==> src/rtl/tport_pkg.sv <==
package tport_pkg;
  localparam int PORT_W = 8;
  localparam int CAP_N  = 4;
  localparam int CMP_N  = 4;
  localparam int MC_W   = 5;
  localparam int MC_LO  = 3;

  typedef enum logic [1:0] {ACT_OFF = 2'b00, ACT_TGL = 2'b01, ACT_CLR = 2'b10, ACT_SET = 2'b11} cmpAct_e;
  typedef enum logic [1:0] {EDGE_OFF = 2'b00, EDGE_RISE = 2'b01, EDGE_FALL = 2'b10, EDGE_BOTH = 2'b11} edgeSel_e;
  typedef enum logic [1:0] {P3_GPIO = 2'b00, P3_CAP = 2'b01, P3_CMP = 2'b10, P3_RSV = 2'b11} p3Mode_e;

  typedef struct packed {
    logic [MC_W-1:0] loadMc;
    logic [MC_W-1:0] setBit;
    logic [MC_W-1:0] clrBit;
    logic [MC_W-1:0] tglBit;
    logic [MC_W-1:0] wrMask;
    logic [MC_W-1:0] oe;
  } portStrobe_t;
endpackage

==> src/rtl/tport_ctrl.sv <==
module tport_ctrl
  import tport_pkg::*;
#(
  parameter int SYNC_STAGES = 2
) (
  input  logic                  clk,
  input  logic                  rstN,
  input  logic [PORT_W-1:0]     pinIn,
  input  logic [2*CAP_N-1:0]    edgeSel,
  input  logic [1:0]            p3Mode,
  input  logic [1:0]            gpioDir,
  input  logic [2*CMP_N-1:0]    cmpAct,
  input  logic [CMP_N-1:0]      cmpMatch,
  input  logic                  mcMatch,
  input  logic [MC_W-1:0]       mcMask,
  input  logic                  wrEn,
  output logic [PORT_W-1:0]     syncLvl,
  output logic [CAP_N-1:0]      capEvt,
  output portStrobe_t           strb
);
  logic [PORT_W-1:0] syncQ [SYNC_STAGES];
  logic [PORT_W-1:0] prevLvl;

  always_ff @(posedge clk or negedge rstN) begin
    if (!rstN) begin
      for (int s = 0; s < SYNC_STAGES; s++) syncQ[s] <= '0;
      prevLvl <= '0;
    end else begin
      syncQ[0] <= pinIn;
      for (int s = 1; s < SYNC_STAGES; s++) syncQ[s] <= syncQ[s-1];
      prevLvl <= syncQ[SYNC_STAGES-1];
    end
  end

  assign syncLvl = syncQ[SYNC_STAGES-1];

  logic p3Cap, p3Cmp;
  assign p3Cap = (p3Mode == P3_CAP);
  assign p3Cmp = (p3Mode == P3_CMP);

  // capture edge detectors
  for (genvar c = 0; c < CAP_N; c++) begin : g_cap
    logic rise, fall, allow;
    logic [1:0] sel;
    assign sel   = edgeSel[2*c +: 2];
    assign rise  = syncLvl[c] & ~prevLvl[c];
    assign fall  = ~syncLvl[c] & prevLvl[c];
    assign allow = (c < CAP_N-1) ? 1'b1 : p3Cap;
    assign capEvt[c] = allow & (((sel == EDGE_RISE) & rise) |
                                ((sel == EDGE_FALL) & fall) |
                                ((sel == EDGE_BOTH) & (rise | fall)));

    assert_rise_level_R1: assert property (@(posedge clk) disable iff (!rstN)
      (capEvt[c] && sel == EDGE_RISE) |-> syncLvl[c]);
    assert_fall_level_R1: assert property (@(posedge clk) disable iff (!rstN)
      (capEvt[c] && sel == EDGE_FALL) |-> !syncLvl[c]);
  end

  // per-pin strobes for pins MC_LO .. MC_LO+MC_W-1
  for (genvar k = 0; k < MC_W; k++) begin : g_pin
    logic chanOn, ctl;
    if (k == 0) begin : g_p3
      assign strb.oe[k] = p3Cmp | (!p3Cap & gpioDir[0]);
    end else if (k == MC_W-1) begin : g_p7
      assign strb.oe[k] = gpioDir[1];
    end else begin : g_mid
      assign strb.oe[k] = 1'b1;
    end

    if (k < CMP_N) begin : g_chan
      localparam int CH = CMP_N - 1 - k;
      logic [1:0] act;
      logic hit;
      assign act    = cmpAct[2*CH +: 2];
      assign chanOn = (act != ACT_OFF) & ((k != 0) | p3Cmp);
      assign hit    = cmpMatch[CH] & chanOn & ~strb.loadMc[k];
      assign strb.setBit[k] = hit & (act == ACT_SET);
      assign strb.clrBit[k] = hit & (act == ACT_CLR);
      assign strb.tglBit[k] = hit & (act == ACT_TGL);
    end else begin : g_nochan
      assign chanOn = 1'b0;
      assign strb.setBit[k] = 1'b0;
      assign strb.clrBit[k] = 1'b0;
      assign strb.tglBit[k] = 1'b0;
    end

    assign ctl = strb.oe[k] & (mcMask[k] | chanOn);
    assign strb.loadMc[k] = mcMatch & mcMask[k] & strb.oe[k];
    assign strb.wrMask[k] = wrEn & ~ctl;
  end
endmodule

==> src/rtl/tport_dp.sv <==
module tport_dp
  import tport_pkg::*;
(
  input  logic              clk,
  input  logic              rstN,
  input  portStrobe_t       strb,
  input  logic [PORT_W-1:0] wrData,
  input  logic [MC_W-1:0]   mcData,
  input  logic [PORT_W-1:0] syncLvl,
  output logic [PORT_W-1:0] pinOut,
  output logic [PORT_W-1:0] pinOe,
  output logic [PORT_W-1:0] rdData
);
  logic [MC_W-1:0] outLat;

  for (genvar k = 0; k < MC_W; k++) begin : g_lat
    always_ff @(posedge clk or negedge rstN) begin
      if (!rstN)                outLat[k] <= 1'b0;
      else if (strb.loadMc[k])  outLat[k] <= mcData[k];
      else if (strb.setBit[k])  outLat[k] <= 1'b1;
      else if (strb.clrBit[k])  outLat[k] <= 1'b0;
      else if (strb.tglBit[k])  outLat[k] <= ~outLat[k];
      else if (strb.wrMask[k])  outLat[k] <= wrData[MC_LO+k];
    end
    assign rdData[MC_LO+k] = strb.oe[k] ? outLat[k] : syncLvl[MC_LO+k];
  end

  assign rdData[MC_LO-1:0] = syncLvl[MC_LO-1:0];
  assign pinOut = {outLat, {MC_LO{1'b0}}};
  assign pinOe  = {strb.oe, {MC_LO{1'b0}}};

  assert_write_guard_R5: assert property (@(posedge clk) disable iff (!rstN)
    ((strb.loadMc | strb.setBit | strb.clrBit | strb.tglBit) == '0)
      |=> ((outLat ^ $past(outLat)) & ~$past(strb.wrMask)) == '0);

  assert_master_wins_R7: assert property (@(posedge clk) disable iff (!rstN)
    (strb.loadMc != '0) |=> ((outLat & $past(strb.loadMc)) == ($past(mcData) & $past(strb.loadMc))));
endmodule

==> src/rtl/timer_port_mux.sv <==
module timer_port_mux
  import tport_pkg::*;
#(
  parameter int SYNC_STAGES = 2
) (
  input  logic              clk,
  input  logic              rstN,
  input  logic [7:0]        pinIn,
  input  logic              wrEn,
  input  logic [7:0]        wrData,
  input  logic [7:0]        edgeSel,
  input  logic [1:0]        p3Mode,
  input  logic [1:0]        gpioDir,
  input  logic [7:0]        cmpAct,
  input  logic [3:0]        cmpMatch,
  input  logic              mcMatch,
  input  logic [4:0]        mcMask,
  input  logic [4:0]        mcData,
  output logic [7:0]        pinOut,
  output logic [7:0]        pinOe,
  output logic [7:0]        rdData,
  output logic [3:0]        capEvt,
  output logic              paIn
);
  portStrobe_t       strb;
  logic [PORT_W-1:0] syncLvl;

  tport_ctrl #(.SYNC_STAGES(SYNC_STAGES)) u_ctrl (
    .clk(clk), .rstN(rstN), .pinIn(pinIn), .edgeSel(edgeSel), .p3Mode(p3Mode),
    .gpioDir(gpioDir), .cmpAct(cmpAct), .cmpMatch(cmpMatch), .mcMatch(mcMatch),
    .mcMask(mcMask), .wrEn(wrEn), .syncLvl(syncLvl), .capEvt(capEvt), .strb(strb)
  );

  tport_dp u_dp (
    .clk(clk), .rstN(rstN), .strb(strb), .wrData(wrData), .mcData(mcData),
    .syncLvl(syncLvl), .pinOut(pinOut), .pinOe(pinOe), .rdData(rdData)
  );

  assign paIn = syncLvl[PORT_W-1];

  assert_toggle_pin6_R3: assert property (@(posedge clk) disable iff (!rstN)
    (cmpMatch[0] && cmpAct[1:0] == 2'b01 && !(mcMatch && mcMask[3])) |=> pinOut[6] != $past(pinOut[6]));

  assert_no_drive_cap_R4: assert property (@(posedge clk) disable iff (!rstN)
    (p3Mode == 2'b01) |-> !pinOe[3]);
endmodule

==> config.mk <==
export PLATFORM = sky130hd
export DESIGN_NAME = timer_port_mux
export DESIGN_NICKNAME = d
export VERILOG_FILES = /design/src/rtl/tport_pkg.sv /design/src/rtl/tport_ctrl.sv /design/src/rtl/tport_dp.sv /design/src/rtl/timer_port_mux.sv
export SDC_FILE = /design/constraint.sdc
export NUM_CORES = 1
export LEC_CHECK = 0
export BUFFER_PORTS_ARGS = -buffer_cell sky130_fd_sc_hd__buf_4
export CORE_MARGIN = 3
export CORE_UTILIZATION = 45
export CTS_CLUSTER_DIAMETER = 60
export DETAILED_ROUTE_END_ITERATION = 10
export PLACE_DENSITY = 0.86
export SETUP_SLACK_MARGIN = 0.02
export SYNTH_ARGS = -nofsm -noshare
export SYNTH_HDL_FRONTEND = slang
export SYNTH_HIERARCHICAL = 1
export SYNTH_SLANG_ARGS = --single-unit
==> constraint.sdc <==
create_clock -name clk -period 2.9 [get_ports clk]
set_clock_uncertainty 0.2 [all_clocks]
set_input_delay 0.725 -clock clk [delete_from_list [all_inputs] [get_ports clk]]
set_output_delay 0.725 -clock clk [all_outputs]
set_load 0.02 [all_outputs]
==> impl_metrics.env, run 1 <==
export IMPL_timing_critical_path_slowest_stage_cell="mux2_2"
export IMPL_leakage_power_of_the_design_nw=1.02
export IMPL_synthesis_area_mm2=0.00157
export IMPL_maximum_level_of_the_cts_h_tree=1
export IMPL_clock_tree_buffer_depth=2
export IMPL_cp_required_ps=1980
export IMPL_design_die_area_mm2=0.00423
export IMPL_place_congestion=0.729
export IMPL_synth_top_cell_area_share_pct=39.9
export IMPL_layout_cells_non_filler=262
export IMPL_post_cts_resize_count=0
export IMPL_post_dp_hpwl_mm=2.38
export IMPL_clk_transition_reported_paths_ps=120
export IMPL_setup_repair_after_global_routing_missed_its_margin="false"
export IMPL_fin_crit_sh_pct=87.1
export IMPL_timing_worst_setup_path_type="input port to output port"
export IMPL_drt_pass1_iterations=4
export IMPL_fin_tns_setup_ps=0
export IMPL_ratio_of_cells_with_drive_above_1_in_the_final_layout_pct=39.4
export IMPL_synth_cells_most_frequent="29 x buf_4, 25 x dfrtp_1, 17 x nand2_1, 13 x inv_1"
export IMPL_max_clock_freq_ghz=0.396
export IMPL_holdWs_ps=103
export IMPL_ys_warns=6
export IMPL_gr_total_overflow=0
export IMPL_crit_family="multiplexers"
export IMPL_place_detailed_instances=258
export IMPL_sequence_of_cells_on_the_critical_path="buf_4 -> nor2_1 -> o21ai_0 -> mux2_2 -> buf_4"
export IMPL_post_drt_via_cell_ratio=4.52
export IMPL_worst_ep_arrival_time_ps=1600
export IMPL_synth_yosys_seq_area_share_pct=39.9
export IMPL_rrSetupSlack_ps=1690
export IMPL_max_cap_violations=0
export IMPL_drt_antenna_violating_nets=0
export IMPL_synth_edf_count=0
export IMPL_synth_most_common_cell="buf_4"
export IMPL_root_driver="clkbuf_4"
export IMPL_hold_viol_final=0
export IMPL_ctsHoldBuffers=0
export IMPL_global_route_wire_length_before_repair_mm=4.57
export IMPL_finish_net_count=281
export IMPL_area_growth_pct=27.4
export IMPL_synth_seq_cells=25
export IMPL_post_route_util_pct=62.9
export IMPL_placement_io_buffers=70
export IMPL_grt_antenna_before_repair=0
export IMPL_first_global_vias=1146
export IMPL_tritoncts="built"
export IMPL_antennaDiodeCount=0
export IMPL_max_stage_delay_ps=370
export IMPL_hold_path_class="input port to async pin"
export IMPL_routed_wl_mm=2.79
export IMPL_post_cts_repair_setup_buffers=0
export IMPL_synthDominantAreaCellType="dfrtp_1"
export IMPL_cp_end_kind="output port"
export IMPL_numClockSinks=25
export IMPL_crit_top_cell="buf_4"
export IMPL_timing_critical_path_fanout_max=4
export IMPL_drcViolationCount=0
export IMPL_final_max_slew_violation_count=0
export IMPL_initial_core_util_pct=49.4
export IMPL_die_width_um=65.1
export IMPL_vias=1183
export IMPL_final_period_minus_worst_setup_slack_ps=2530
export IMPL_outcome="finished clean"
export IMPL_fp_dieH_um=65.1
export IMPL_drt_initial_drc_count=30
export IMPL_overall_track_demand_over_capacity_in_global_routing_pct=13.5
export IMPL_placementRows=20
export IMPL_netlist_cell_type_count=26
export IMPL_combined_area_of_the_multi_input_logic_cells_um2=711
export IMPL_power_density_mw_per_mm2=393
export IMPL_final_fill_count=274
export IMPL_grt_start_max_net_pins=26
export IMPL_yosys_top_cells_area="dfrtp_1 40%, buf_4 14%, ha_1 6.4%"
export IMPL_cts_buffers=3
export IMPL_crit_path_start_kind="input port"
export IMPL_clock_latency_of_the_later_clocked_register_in_the_worst_skew_pair_ps=290
export IMPL_core_area_mm2=0.00318
export IMPL_async_reset_ff_share_pct=100
export IMPL_worst_ir_drop_vdd_mv=0.405
export IMPL_postSynth_topFlopCell="dfrtp_1"
export IMPL_syn_inst=163
export IMPL_report_final_setup_viol=0
export IMPL_cp_buffers_inverters=2
export IMPL_area_sequential_um2=626
export IMPL_synthesis_area_per_instance_um2=9.63
export IMPL_routed_wire_length_per_instance_um=10.7
export IMPL_i_o_pins=83
-- cell type report --
cell class | instances | area share [%]
Multi-Input combinational cell | 105 | 35.5
Timing Repair Buffer | 71 | 26.7
Inverter | 13 | 2.44
Tap cell | 44 | 2.75
Sequential cell | 25 | 31.3
Clock buffer | 4 | 1.31
-- cells by family (layout without fill, tap and decap cells) --
family | Yosys count | in the layout | share of synthesized area [%]
AO/OA/AOI/OAI | 26 | 26 | 11.9
other | 3 | 12 | 0.718
multiplexers | 13 | 13 | 8.93
flip-flops | 25 | 25 | 39.9
AND/OR/NAND/NOR | 46 | 46 | 15.2
buffers and inverters | 42 | 88 | 17.0
adder cells (fa/ha/maj) | 8 | 8 | 6.38
-- final timing paths --
check / from / end / depth (start not counted)
max: p3Mode[1] / rdData[3] / 5
max reg2reg: u_dp/pinOut[5] / u_dp/pinOut[5] / 3
min reg2reg: u_ctrl/syncQ[15] / u_ctrl/syncLvl[7] / 0
min: rstN / u_ctrl/syncQ[9] / 1
min in group clk: u_ctrl/syncQ[15] / u_ctrl/syncLvl[7] / 0
max in group asynchronous: rstN / u_ctrl/syncLvl[0] / 1
-- state kept, by name (all words and copies together), names as in the netlist --
register and flops:
u_ctrl/syncQ 8, u_ctrl/syncLvl 8, u_dp/pinOut 5, u_ctrl/prevLvl 4
-- per-layer routing --
layer | routed length [um] | vias to the layer above | track usage (%)
li1 | - | 617 | -
met1 | 1150 | 517 | 15.1
met2 | 1390 | 45 | 25.8
met3 | 224 | 4 | 3.29
met4 | 29 | 0 | 2.85
met5 | 0 | - | 0
-- stage by stage --
| stage | setup WS, ps | instance area, um2 | total power, mW |
|---|---|---|---|
| floorplan | 516 | 1600 | 0.551 |
| global placement | 354 | 1970 | 0.648 |
| detailed placement | 375 | 1970 | 0.652 |
| CTS | 371 | 2000 | 0.798 |
| global route | 318 | 2000 | 0.840 |
| finish | 373 | 2000 | 0.785 |
-- cell usage in the layout (no fill, tap or decap), types with 3 or more instances in the layout --
cell	instances
buf_4	71
dfrtp_1	25
nand2_1	17
inv_1	13
conb_1	12
nor2_1	9
o21ai_0	9
ha_1	8
mux2_2	8
a211oi_1	5
mux2i_1	5
nor2b_1	4
clkbuf_4	3
nor4b_1	3
and3_1	3
o211ai_1	3
-- where the power goes --
group	total, mW	switching [mW]	internal [mW]	leakage [nW]
clock	0.142	0.0881	0.0535	0.0150
sequential	0.394	0.0192	0.375	0.291
combinational	0.250	0.122	0.127	0.714
total	0.785	0.230	0.555	1.02
(Power assumes the default switching activity.)
==> run 2: changes to the inputs <==
Settings changed: CTS_CLUSTER_SIZE from default to 16, HOLD_SLACK_MARGIN from default to 0.15.
==> run 2 against run 1 <==
Core utilization up 0.31 points. Clock power about the same. Register-to-register slack about the same. Via count unchanged. Sequential share of layout area decreased by 0.16 points. Maximum frequency hardly changed. Total power increased by 0.18%. Sequential cell count unchanged. Die area stayed put. Worst setup slack about the same. Non-clock buffer count grew 1. Global-route usage grew 0.073 points. Largest power group unchanged. Highest routed layer unchanged.
==> impl_metrics.env, run 2 (synthesis results as in run 1) <==
export IMPL_core_area_mm2=0.00318
export IMPL_root_driver="clkbuf_4"
export IMPL_hold_viol_final=0
export IMPL_routed_wl_mm=2.81
export IMPL_fin_tns_setup_ps=0
export IMPL_maximum_level_of_the_cts_h_tree=1
export IMPL_placement_io_buffers=70
export IMPL_initial_core_util_pct=49.4
export IMPL_drt_antenna_violating_nets=0
export IMPL_holdWs_ps=163
export IMPL_clock_latency_of_the_later_clocked_register_in_the_worst_skew_pair_ps=290
export IMPL_overall_track_demand_over_capacity_in_global_routing_pct=13.6
export IMPL_ratio_of_cells_with_drive_above_1_in_the_final_layout_pct=39.3
export IMPL_cp_end_kind="output port"
export IMPL_max_clock_freq_ghz=0.396
export IMPL_report_final_setup_viol=0
export IMPL_pwr_share_comb_pct=31.9
export IMPL_gr_total_overflow=0
export IMPL_worst_ep_arrival_time_ps=1600
export IMPL_outcome="finished clean"
export IMPL_first_global_vias=1147
export IMPL_crit_path_start_kind="input port"
export IMPL_i_o_pins=83
export IMPL_drt_pass1_iterations=4
export IMPL_netSwitchingPower_mw=0.230
export IMPL_r2r_start="u_dp/pinOut[5]"
export IMPL_switching_share_pct=29.3
export IMPL_fin_crit_sh_pct=87.1
export IMPL_clockPowerShare_pct=18.0
export IMPL_grt_start_max_net_pins=26
export IMPL_clock_tree_buffer_depth=2
export IMPL_final_period_minus_worst_setup_slack_ps=2530
export IMPL_finalWorstSetupSlack_ps=373
export IMPL_min_delay_start="u_ctrl/syncQ[15]"
export IMPL_routed_wire_length_per_instance_um=10.7
export IMPL_numClockSinks=25
export IMPL_post_drt_via_cell_ratio=4.50
export IMPL_post_dp_hpwl_mm=2.38
export IMPL_timing_critical_path_fanout_max=4
export IMPL_setup_repair_after_global_routing_missed_its_margin="false"
export IMPL_drt_initial_drc_count=32
export IMPL_clk_transition_reported_paths_ps=120
export IMPL_post_route_cell_area_mm2=0.00201
export IMPL_p_total_mw=0.787
export IMPL_power_density_mw_per_mm2=391
export IMPL_worst_hold_path_endpoint="u_ctrl/syncLvl[7]"
export IMPL_global_route_wire_length_before_repair_mm=4.60
export IMPL_final_max_slew_violation_count=0
export IMPL_post_route_util_pct=63.2
export IMPL_leakage_power_of_the_design_nw=1.02
export IMPL_rrSetupSlack_ps=1690
export IMPL_antennaDiodeCount=0
export IMPL_max_cap_violations=0
export IMPL_worstHoldPathCells=0
export IMPL_die_width_um=65.1
export IMPL_hold_path_class="flop to flop"
export IMPL_dp_slack_ps=375
export IMPL_finish_net_count=282
export IMPL_place_detailed_instances=258
export IMPL_share_seq_of_total_power_pct=50.1
export IMPL_fp_dieH_um=65.1
export IMPL_timing_worst_setup_path_type="input port to output port"
export IMPL_grt_antenna_before_repair=0
export IMPL_cp_required_ps=1980
export IMPL_final_common_cell="buf_4"
export IMPL_regToRegEndpoint="u_dp/pinOut[5]"
export IMPL_reg2reg_depth=3
export IMPL_tritoncts="built"
export IMPL_cts_buffers=3
export IMPL_placementRows=20
export IMPL_place_congestion=0.729
export IMPL_layout_cells_non_filler=263
export IMPL_drcViolationCount=0
export IMPL_design_die_area_mm2=0.00423
export IMPL_detailed_place_area_mm2=0.00197
export IMPL_mostFrequentLayoutCells="71 x buf_4, 25 x dfrtp_1, 17 x nand2_1"
export IMPL_final_fill_count=270
export IMPL_vias=1183
export IMPL_area_growth_pct=28.1
export IMPL_worst_ir_drop_vdd_mv=0.406
export IMPL_internal_power_mw=0.556
[run 2: cell count changes in the layout (fill, tap and decap cells not counted), sizes merged]
cell | previous run | this run
dlygate4sd3 | 0 | 1
[run 2: layout make-up]
cell class,count,area [um2],share of cell area (%)
Timing Repair Buffer,72,543,27.0
Tap cell,44,55.1,2.74
Inverter,13,48.8,2.43
Clock buffer,4,26.3,1.31
Sequential cell,25,626,31.1
Multi-Input combinational cell,105,711,35.4
[run 2: how the worst max path moves through the flow]
| stage | startpoint | to | slack (ps) |
|---|---|---|---|
| after floorplan | p3Mode[1] | rdData[3] | 520 |
| after global placement | p3Mode[0] | rdData[3] | 350 |
| after detailed placement | p3Mode[1] | rdData[3] | 380 |
| after CTS | p3Mode[1] | rdData[3] | 370 |
| after global routing | u_ctrl/syncLvl[3] | capEvt[3] | 320 |
| final | p3Mode[1] | rdData[3] | 370 |
[run 2: what timing repair did]
item	CTS	global route
hold buffers	1	0
endpoints found under the hold margin	25	0
endpoints found under the setup margin	0	0
resized for setup	0	0
setup buffers	0	0
[run 2: metal layers]
| layer | wire, um | global-route usage (%) | part of all wire [%] | up-vias |
|---|---|---|---|---|
| met5 | 0 | 0 | 0 | - |
| met1 | 1160 | 15.2 | 41 | 517 |
| met3 | 229 | 3.47 | 8.1 | 4 |
| met2 | 1400 | 25.8 | 50 | 43 |
| met4 | 29 | 2.85 | 1.0 | 0 |
| li1 | - | - | - | 619 |
[run 2: critical path, cell delays in order]
cell	delay, ps
buf_4	90
nor2_1	40
o21ai_0	230
mux2_2	370
buf_4	150
[run 2: power by group through the flow]
stage / registers [mW] / logic [mW] / clock network (mW)
final: 0.394 / 0.251 / 0.142
after global routing: 0.398 / 0.275 / 0.167
after CTS: 0.394 / 0.253 / 0.153
after detailed placement: 0.401 / 0.251 / 0
after global placement: 0.401 / 0.247 / 0
after floorplan: 0.412 / 0.139 / 0
==> run 3: changes to the inputs <==
Settings changed: CORE_MARGIN 3 to default.
==> run 3 against run 2 <==
Hold slack got worse by 8.8 ps. Cell count up 0.76%. Total power increased by 0.36%. Via count up 2.4%. Combinational power is essentially flat. Cell area grew 0.12%. Register-to-register slack worse by 20 ps. Sequential power barely moved. Clock-buffer cell count unchanged. Die area shrank 12%. Global-route usage grew 0.25 points. Core utilization shrank 2.9 points.
==> impl_metrics.env, run 3 (synthesis results as in run 1) <==
export IMPL_max_stage_delay_ps=360
export IMPL_switching_share_pct=29.5
export IMPL_cp_buffers_inverters=2
export IMPL_crit_top_cell="buf_4"
export IMPL_worst_ep_arrival_time_ps=1600
export IMPL_clockPowerShare_pct=18.3
export IMPL_cp_required_ps=1980
export IMPL_post_cts_resize_count=0
export IMPL_worstHoldPathCells=0
export IMPL_wirelength_met1_mm=1.10
export IMPL_area_growth_pct=28.2
export IMPL_fp_dieH_um=61.1
export IMPL_post_route_cell_area_mm2=0.00201
export IMPL_sequence_of_cells_on_the_critical_path="buf_4 -> nor2_1 -> o21ai_0 -> mux2_2 -> buf_4"
export IMPL_initial_core_util_pct=47.0
export IMPL_numClockSinks=25
export IMPL_worstSetupPathDepth=5
export IMPL_max_clock_freq_ghz=0.396
export IMPL_pwr_share_comb_pct=31.8
export IMPL_outcome="finished clean"
export IMPL_routed_wire_length_per_instance_um=10.0
export IMPL_placement_io_buffers=70
export IMPL_final_max_slew_violation_count=0
export IMPL_crit_path_end="rdData[3]"
export IMPL_tritoncts="built"
export IMPL_rrSetupSlack_ps=1670
export IMPL_clock_tree_buffer_depth=2
export IMPL_detailroute_wirelength_met2_mm=1.38
export IMPL_hold_path_class="flop to flop"
export IMPL_placementRows=21
export IMPL_netSwitchingPower_mw=0.233
export IMPL_root_driver="clkbuf_4"
export IMPL_clk_transition_reported_paths_ps=120
export IMPL_final_common_cell="buf_4"
export IMPL_routed_wl_mm=2.66
export IMPL_post_cts_repair_setup_buffers=0
export IMPL_post_dp_hpwl_mm=2.21
export IMPL_top_layer="met3"
export IMPL_detailed_place_area_mm2=0.00198
export IMPL_grt_antenna_before_repair=0
export IMPL_r2r_start="u_dp/pinOut[5]"
export IMPL_clock_latency_of_the_later_clocked_register_in_the_worst_skew_pair_ps=300
export IMPL_timing_critical_path_fanout_max=4
export IMPL_gr_total_overflow=0
export IMPL_max_cap_violations=0
export IMPL_design_die_area_mm2=0.00373
export IMPL_leakage_power_of_the_design_nw=1.02
export IMPL_min_delay_start="u_ctrl/syncQ[8]"
export IMPL_global_route_wire_length_before_repair_mm=3.75
export IMPL_place_congestion=0.735
export IMPL_finalWorstSetupSlack_ps=373
export IMPL_report_final_setup_viol=0
export IMPL_timing_critical_path_slowest_stage_cell="mux2_2"
export IMPL_worst_ir_drop_vdd_mv=0.380
export IMPL_internal_power_mw=0.556
export IMPL_cp_startpoint="p3Mode[1]"
export IMPL_post_route_util_pct=60.3
export IMPL_post_drt_via_cell_ratio=4.57
export IMPL_crit_path_start_kind="input port"
export IMPL_cts_buffers=3
export IMPL_cp_end_kind="output port"
export IMPL_drt_initial_drc_count=18
export IMPL_overall_track_demand_over_capacity_in_global_routing_pct=13.9
export IMPL_timing_worst_setup_path_type="input port to output port"
export IMPL_hold_viol_final=0
export IMPL_maximum_level_of_the_cts_h_tree=1
export IMPL_finish_net_count=282
export IMPL_i_o_pins=83
export IMPL_dp_slack_ps=369
export IMPL_first_global_vias=945
export IMPL_vias=1211
export IMPL_setup_repair_after_global_routing_missed_its_margin="false"
export IMPL_drt_antenna_violating_nets=0
export IMPL_reg2reg_depth=3
export IMPL_share_seq_of_total_power_pct=49.9
export IMPL_crit_family="multiplexers"
export IMPL_drcViolationCount=0
export IMPL_die_width_um=61.1
export IMPL_mostFrequentLayoutCells="71 x buf_4, 25 x dfrtp_1, 17 x nand2_1"
export IMPL_fin_crit_sh_pct=87.1
export IMPL_core_area_mm2=0.00334
export IMPL_drt_pass1_iterations=4
export IMPL_met3_routed_wl_um=177
export IMPL_power_density_mw_per_mm2=392
export IMPL_fin_tns_setup_ps=0
export IMPL_antennaDiodeCount=0
export IMPL_final_period_minus_worst_setup_slack_ps=2530
export IMPL_ratio_of_cells_with_drive_above_1_in_the_final_layout_pct=39.3
export IMPL_regToRegEndpoint="u_dp/pinOut[5]"
export IMPL_final_fill_count=303
export IMPL_grt_start_max_net_pins=26
[run 3: through the flow]
stage | instances | power [mW] | hold WS, ps
after floorplan | 172 | 0.551 | 131
after global placement | 260 | 0.647 | 132
after detailed placement | 260 | 0.653 | 135
after CTS | 265 | 0.803 | 154
after global routing | 265 | 0.841 | 158
final | 265 | 0.789 | 154
[run 3: worst min path at each step]
stage	end	slack [ps]
floorplan	u_ctrl/syncLvl[0]	130
global placement	u_ctrl/syncLvl[0]	130
detailed placement	u_ctrl/syncLvl[7]	130
CTS	u_ctrl/syncLvl[0]	150
global route	u_ctrl/syncLvl[0]	160
finish	u_ctrl/syncLvl[0]	150
[run 3: what timing repair did]
action / 4_1_cts / 5_1_grt
setup endpoints to repair: 0 / 0
endpoints found under the hold margin: 25 / 0
hold buffers: 1 / 0
[run 3: worst reg2reg max path, stage by stage, from the launching register on]
cell     delay, ps
dfrtp_1        440
mux2_2         270
o21ai_0        140
nand2_1         80
[run 3: layout make-up]
class	count	area, um2	area share (%)
Inverter	13	48.8	2.43
Tap cell	46	57.6	2.86
Sequential cell	25	626	31.1
Multi-Input combinational cell	105	711	35.3
Timing Repair Buffer	72	543	27.0
Clock buffer	4	26.3	1.31
[run 3: per-layer routing]
layer,global-route usage [%],vias to the layer above
met5,0,-
met2,26.4,43
met4,1.95,0
li1,-,621
met3,4.83,0
met1,15.0,547
[run 3: power groups by stage]
stage	clock (mW)	combinational (mW)	sequential (mW)
final	0.144	0.251	0.394
after global routing	0.169	0.274	0.398
after CTS	0.156	0.253	0.395
after detailed placement	0	0.251	0.402
after global placement	0	0.246	0.401
after floorplan	0	0.139	0.412
